**config.mk**
```make
export PLATFORM = sky130hd
export DESIGN_NAME = hs_lut4
export DESIGN_NICKNAME = d
export VERILOG_FILES = /design/src/rtl/lut_pipe_pkg.sv /design/src/rtl/lut_fold.sv /design/src/rtl/lut_stage.sv /design/src/rtl/hs_lut4.sv
export SDC_FILE = /design/constraint.sdc
export NUM_CORES = 1
export LEC_CHECK = 0
export BUFFER_PORTS_ARGS = -buffer_cell sky130_fd_sc_hd__buf_2
export CELL_PAD_IN_SITES_DETAIL_PLACEMENT = 0
export CELL_PAD_IN_SITES_GLOBAL_PLACEMENT = 2
export CORE_ASPECT_RATIO = 1.4
export CORE_MARGIN = 1.5
export CORE_UTILIZATION = 35
export DETAILED_ROUTE_END_ITERATION = 8
export MAX_ROUTING_LAYER = met4
export PLACE_DENSITY = 0.77
export SLEW_MARGIN = 20
export SYNTH_ARGS = -nofsm -noshare
export SYNTH_HDL_FRONTEND = slang
export SYNTH_SLANG_ARGS = --single-unit
export TNS_END_PERCENT = 50
```
**constraint.sdc**
```tcl
create_clock -name clk -period 1.9 [get_ports clk]
set_clock_uncertainty 0.05 [all_clocks]
set_input_delay 0.095 -clock clk [delete_from_list [all_inputs] [get_ports clk]]
set_output_delay 0.095 -clock clk [all_outputs]
set_load 0.02 [all_outputs]
```
**src/rtl/lut_pipe_pkg.sv**
```systemverilog
package lut_pipe_pkg;
    localparam int SEL_W = 4;
    localparam int TBL_W = 1 << SEL_W;

    // Token travelling between stages: surviving candidates plus the
    // select bits not yet consumed.
    typedef struct packed {
        logic [TBL_W-1:0] cand;
        logic [SEL_W-1:0] sel;
    } lut_tok_t;

    // One 2:1 level: halve the candidate vector using select bit lv,
    // then clear that select bit to mark it consumed.
    function automatic lut_tok_t fold_step(input lut_tok_t t, input int lv);
        lut_tok_t r;
        r.cand = '0;
        for (int j = 0; j < TBL_W / 2; j++) begin
            r.cand[j] = t.sel[lv] ? t.cand[2*j+1] : t.cand[2*j];
        end
        r.sel     = t.sel;
        r.sel[lv] = 1'b0;
        return r;
    endfunction
endpackage

```
**src/rtl/lut_fold.sv**
```systemverilog
module lut_fold
    import lut_pipe_pkg::*;
#(
    parameter int FIRST  = 0,
    parameter int LEVELS = 1
) (
    input  lut_tok_t tok_in,
    output lut_tok_t tok_out
);
    lut_tok_t lvl [LEVELS+1];

    assign lvl[0] = tok_in;

    for (genvar l = 0; l < LEVELS; l++) begin : g_level
        assign lvl[l+1] = fold_step(lvl[l], FIRST + l);
    end

    assign tok_out = lvl[LEVELS];
endmodule

```
**src/rtl/lut_stage.sv**
```systemverilog
module lut_stage
    import lut_pipe_pkg::*;
#(
    parameter int FIRST  = 0,
    parameter int LEVELS = 1
) (
    input  logic     clk,
    input  logic     rst,
    input  logic     up_valid,
    output logic     up_ready,
    input  lut_tok_t up_tok,
    output logic     dn_valid,
    input  logic     dn_ready,
    output lut_tok_t dn_tok
);
    lut_tok_t folded;
    lut_tok_t tok_q;
    logic     full_q;
    logic     take;

    lut_fold #(.FIRST(FIRST), .LEVELS(LEVELS)) u_fold (
        .tok_in  (up_tok),
        .tok_out (folded)
    );

    // Empty, or full and handing its token on in this same cycle.
    assign up_ready = !full_q || dn_ready;
    assign take     = up_valid && up_ready;

    always_ff @(posedge clk) begin
        if (rst)           full_q <= 1'b0;
        else if (take)     full_q <= 1'b1;
        else if (dn_ready) full_q <= 1'b0;
    end

    always_ff @(posedge clk) begin
        if (take) tok_q <= folded;
    end

    assign dn_valid = full_q;
    assign dn_tok   = tok_q;

    // reset empties the stage
    a_r2_reset_empty: assert property (@(posedge clk) rst |=> !dn_valid);

    // a transfer from upstream leaves this stage full
    a_r4_take_fills: assert property (@(posedge clk) disable iff (rst)
        up_valid && up_ready |=> dn_valid);

    // a token blocked downstream is held unchanged
    a_r5_hold_blocked: assert property (@(posedge clk) disable iff (rst)
        dn_valid && !dn_ready |=> dn_valid && $stable(dn_tok));
endmodule

```
**src/rtl/hs_lut4.sv**
```systemverilog
module hs_lut4
    import lut_pipe_pkg::*;
#(
    parameter int STAGES = 4
) (
    input  logic             clk,
    input  logic             rst,
    input  logic [TBL_W-1:0] cfg_bits,
    input  logic             in_valid,
    output logic             in_ready,
    input  logic [SEL_W-1:0] in_sel,
    output logic             out_valid,
    input  logic             out_ready,
    output logic             out_bit
);
    localparam int LVL   = SEL_W / STAGES;
    localparam int OCC_W = $clog2(STAGES + 1) + 1;

    lut_tok_t tok [STAGES+1];
    logic     vld [STAGES+1];
    logic     rdy [STAGES+1];

    assign tok[0].cand = cfg_bits;
    assign tok[0].sel  = in_sel;
    assign vld[0]      = in_valid;
    assign in_ready    = rdy[0];

    for (genvar s = 0; s < STAGES; s++) begin : g_stage
        lut_stage #(.FIRST(s * LVL), .LEVELS(LVL)) u_stage (
            .clk      (clk),
            .rst      (rst),
            .up_valid (vld[s]),
            .up_ready (rdy[s]),
            .up_tok   (tok[s]),
            .dn_valid (vld[s+1]),
            .dn_ready (rdy[s+1]),
            .dn_tok   (tok[s+1])
        );
    end

    assign rdy[STAGES] = out_ready;
    assign out_valid   = vld[STAGES];
    assign out_bit     = tok[STAGES].cand[0];

    // Occupancy tracked from the port handshakes only, for the checks below.
    logic [OCC_W-1:0] occ_q;
    always_ff @(posedge clk) begin
        if (rst) occ_q <= '0;
        else     occ_q <= occ_q + OCC_W'(in_valid && in_ready)
                                - OCC_W'(out_valid && out_ready);
    end

    // never more lookups in flight than stages
    a_r6_occ_bound: assert property (@(posedge clk) disable iff (rst)
        occ_q <= OCC_W'(STAGES));

    // the input refuses only when every stage is occupied
    a_r6_refuse_when_full: assert property (@(posedge clk) disable iff (rst)
        !in_ready |-> occ_q == OCC_W'(STAGES));

    // a result leaving the chain has every select bit consumed and a single candidate left
    a_r3_tree_reduced: assert property (@(posedge clk) disable iff (rst)
        out_valid |-> (tok[STAGES].sel == '0 && tok[STAGES].cand[TBL_W-1:1] == '0));
endmodule

```
==> results.yml <==
run_status:
  status: "finished clean"
final_layout:
  post-route-util: 0.451
  layout-drive-gt1-share: 0.538
  fin_nets: 116
  fin_cells: 128
  fill_cells: 258
  syn_to_final_growth_pct: 24.4
  antenna_cells: 0
  fin_area_sq_um: 1280
run:
  maxCapViolations: 0
die:
  die_y_microns: 67.3
  die_x_microns: 48.9
  io_pins: 27
  start_util: 0.362
  rows: 23
  core_area_sq_um: 2850
  die_area_sq_um: 3290
synth:
  syn_area_per_cell_sq_um: 17.8
  synth_flop_cell: "edfxtp_1"
  yosysTopAreaCellShare: 0.611
  yosysMostFrequentCell: "edfxtp_1"
  synth.area.top_cells: "edfxtp_1 61%, mux2_4 12%, dfxtp_1 7.8%, mux2_2 7.6%, a21oi_1 1.5%"
  synth_area_sq_um: 1030
  yosysUniqueCellTypes: 17
  ys_seq_area_frac: 0.688
  synth_edf_count: 21
  syn-num-nets: 82
  synthArstFlopShare: 0
  synth.largest_area_cell: "edfxtp_1"
  yosys_warnings: 0
  synthCells: 58
  synth_common_cells: "21 x edfxtp_1, 8 x mux2_4, 7 x mux2_2"
  ys_ff_latch: 25
clocking:
  cts-buffers-inserted: 3
  cts_resized: 0
  cts_max_level: 1
  clk_latency_ns: 0.26
  root_buffer: "clkbuf_8"
  holdBufCountCts: 4
  clock_path_buffers: 2
  cts_tree: "done"
  post-cts-setup-buffers: 0
  clk_pin_slew_ns: 0.08
  cts_sinks: 25
critical_path:
  crit_path_start_kind: "flip-flop"
  arrival_ns: 1.35
  end_kind: "flip-flop"
  crit_path_max_fanout: 11
  cp.required_ns: 1.75
  crit_type: "reg2reg"
routing:
  drt_first_pass_iters: 3
  drt_iter0_drc: 3
  antenna_left: 0
  wirelength_microns: 1310
  avgRoutedWirePerCell_microns: 10.2
  num_vias: 560
  drc_errors: 0
  vias_per_cell: 4.38
global_routing:
  antenna_found_initial: 0
  overflow: 0
  grt_max_degree: 15
  grt_pass1_wl_microns: 2230
  grt_pass1_vias: 537
  track_usage: 0.0967
sta:
  hold_violations: 0
  setup_violations: 0
  setup_tns_ns: 0
  post-route-period-util: 0.785
  worst_slew_pin_slew_ns: 0.549
  report.final.slew_viol_count: 0
  slew_headroom: 0.632
  rsz0062_at_grt: "no"
  fmax_ghz: 0.670
  period_needed_ns: 1.49
power:
  peakVddDrop_v: 0.000345
  leakage_nw: 0.506
  p_total_mw: 1.02
  pwr_density_cell_nw_per_um2: 796
placed_design:
  gp_congestion: 0.633
  dpl-instance-area_sq_um: 1200
  dp.cells: 120
  port_buffers: 26
  dp_hpwl_microns: 1060
worst_hold_path:
  hold_class: "in2reg"
## cell families after synthesis
family	after synthesis	synth area share
simple gates	9	0.0594
flops	25	0.688
mux	15	0.193
compound gates	5	0.0376
buf+inv	4	0.0218
## power breakdown
group          internal [mW]  total [mW]  switching [mW]  leakage (nW)
Sequential             0.626       0.636         0.00910         0.233
Clock                  0.146       0.297           0.151        0.0255
Combinational         0.0575      0.0886          0.0311         0.248
## per-stage QoR
step           setup WS, ns  hold WS, ns
6_report              0.408      0.00856
5_1_grt               0.333       0.0223
4_1_cts               0.390      0.00934
3_5_place_dp          0.408        0.224
3_3_place_gp          0.437        0.224
2_1_floorplan         0.448        0.114
## layout by cell type (no fill, tap or decap), drive strengths merged
cell / count
buf: 26
edfxtp: 21
mux2: 15
dfxtp: 4
dlygate4sd3: 4
inv: 3
a21oi: 3
clkbuf: 3
nand2b: 2
and2: 2
nand3b: 1
and4b: 1
a21boi: 1
nor2: 1
nand4b: 1
o31ai: 1
nand2: 1
clkinv: 1
## layout make-up
| cell class | count | area [sq um] | share of cell area |
|---|---|---|---|
| clock buffers | 3 | 41.3 | 0.0322 |
| clock inverters | 1 | 5.00 | 0.00390 |
| inverters | 3 | 11.3 | 0.00877 |
| multi-input cells | 29 | 299 | 0.233 |
| flip-flops and latches | 25 | 711 | 0.554 |
| well taps | 37 | 46.3 | 0.0361 |
| repair buffers | 30 | 170 | 0.133 |
## path summary, 6_finish.rpt
kind | start | endpoint | slack [ns] | depth (start not counted)
hold / removal | in_valid | g_stage[0].u_stage.dn_valid | 0.009 | 3
setup reg to reg | g_stage[2].u_stage.dn_valid | g_stage[0].u_stage.dn_tok[1] | 0.41 | 2
setup / recovery | g_stage[2].u_stage.dn_valid | g_stage[0].u_stage.dn_tok[1] | 0.41 | 2
hold reg to reg | g_stage[0].u_stage.dn_tok[2] | g_stage[1].u_stage.dn_tok[2] | 0.37 | 0
## worst max-delay path, cell delays in order, from the launching register on
cell and delay [ns]:
dfxtp_1 0.35, and4b_2 0.28, a21boi_2 0.46
## metal layers
| metal | global-route usage | up-vias | share of wire |
|---|---|---|---|
| li1 | - | 283 | - |
| met1 | 0.0957 | 251 | 0.36 |
| met2 | 0.163 | 21 | 0.55 |
| met3 | 0.0199 | 5 | 0.046 |
| met4 | 0.0857 | 0 | 0.041 |
| met5 | - | - | 0 |
## flip-flops by register name (all words and copies together), names as in the netlist
signal,cells
g_stage.u_stage.dn_tok,21
g_stage.u_stage.dn_valid,4
No activity file was read; power rests on OpenSTA's default activity.
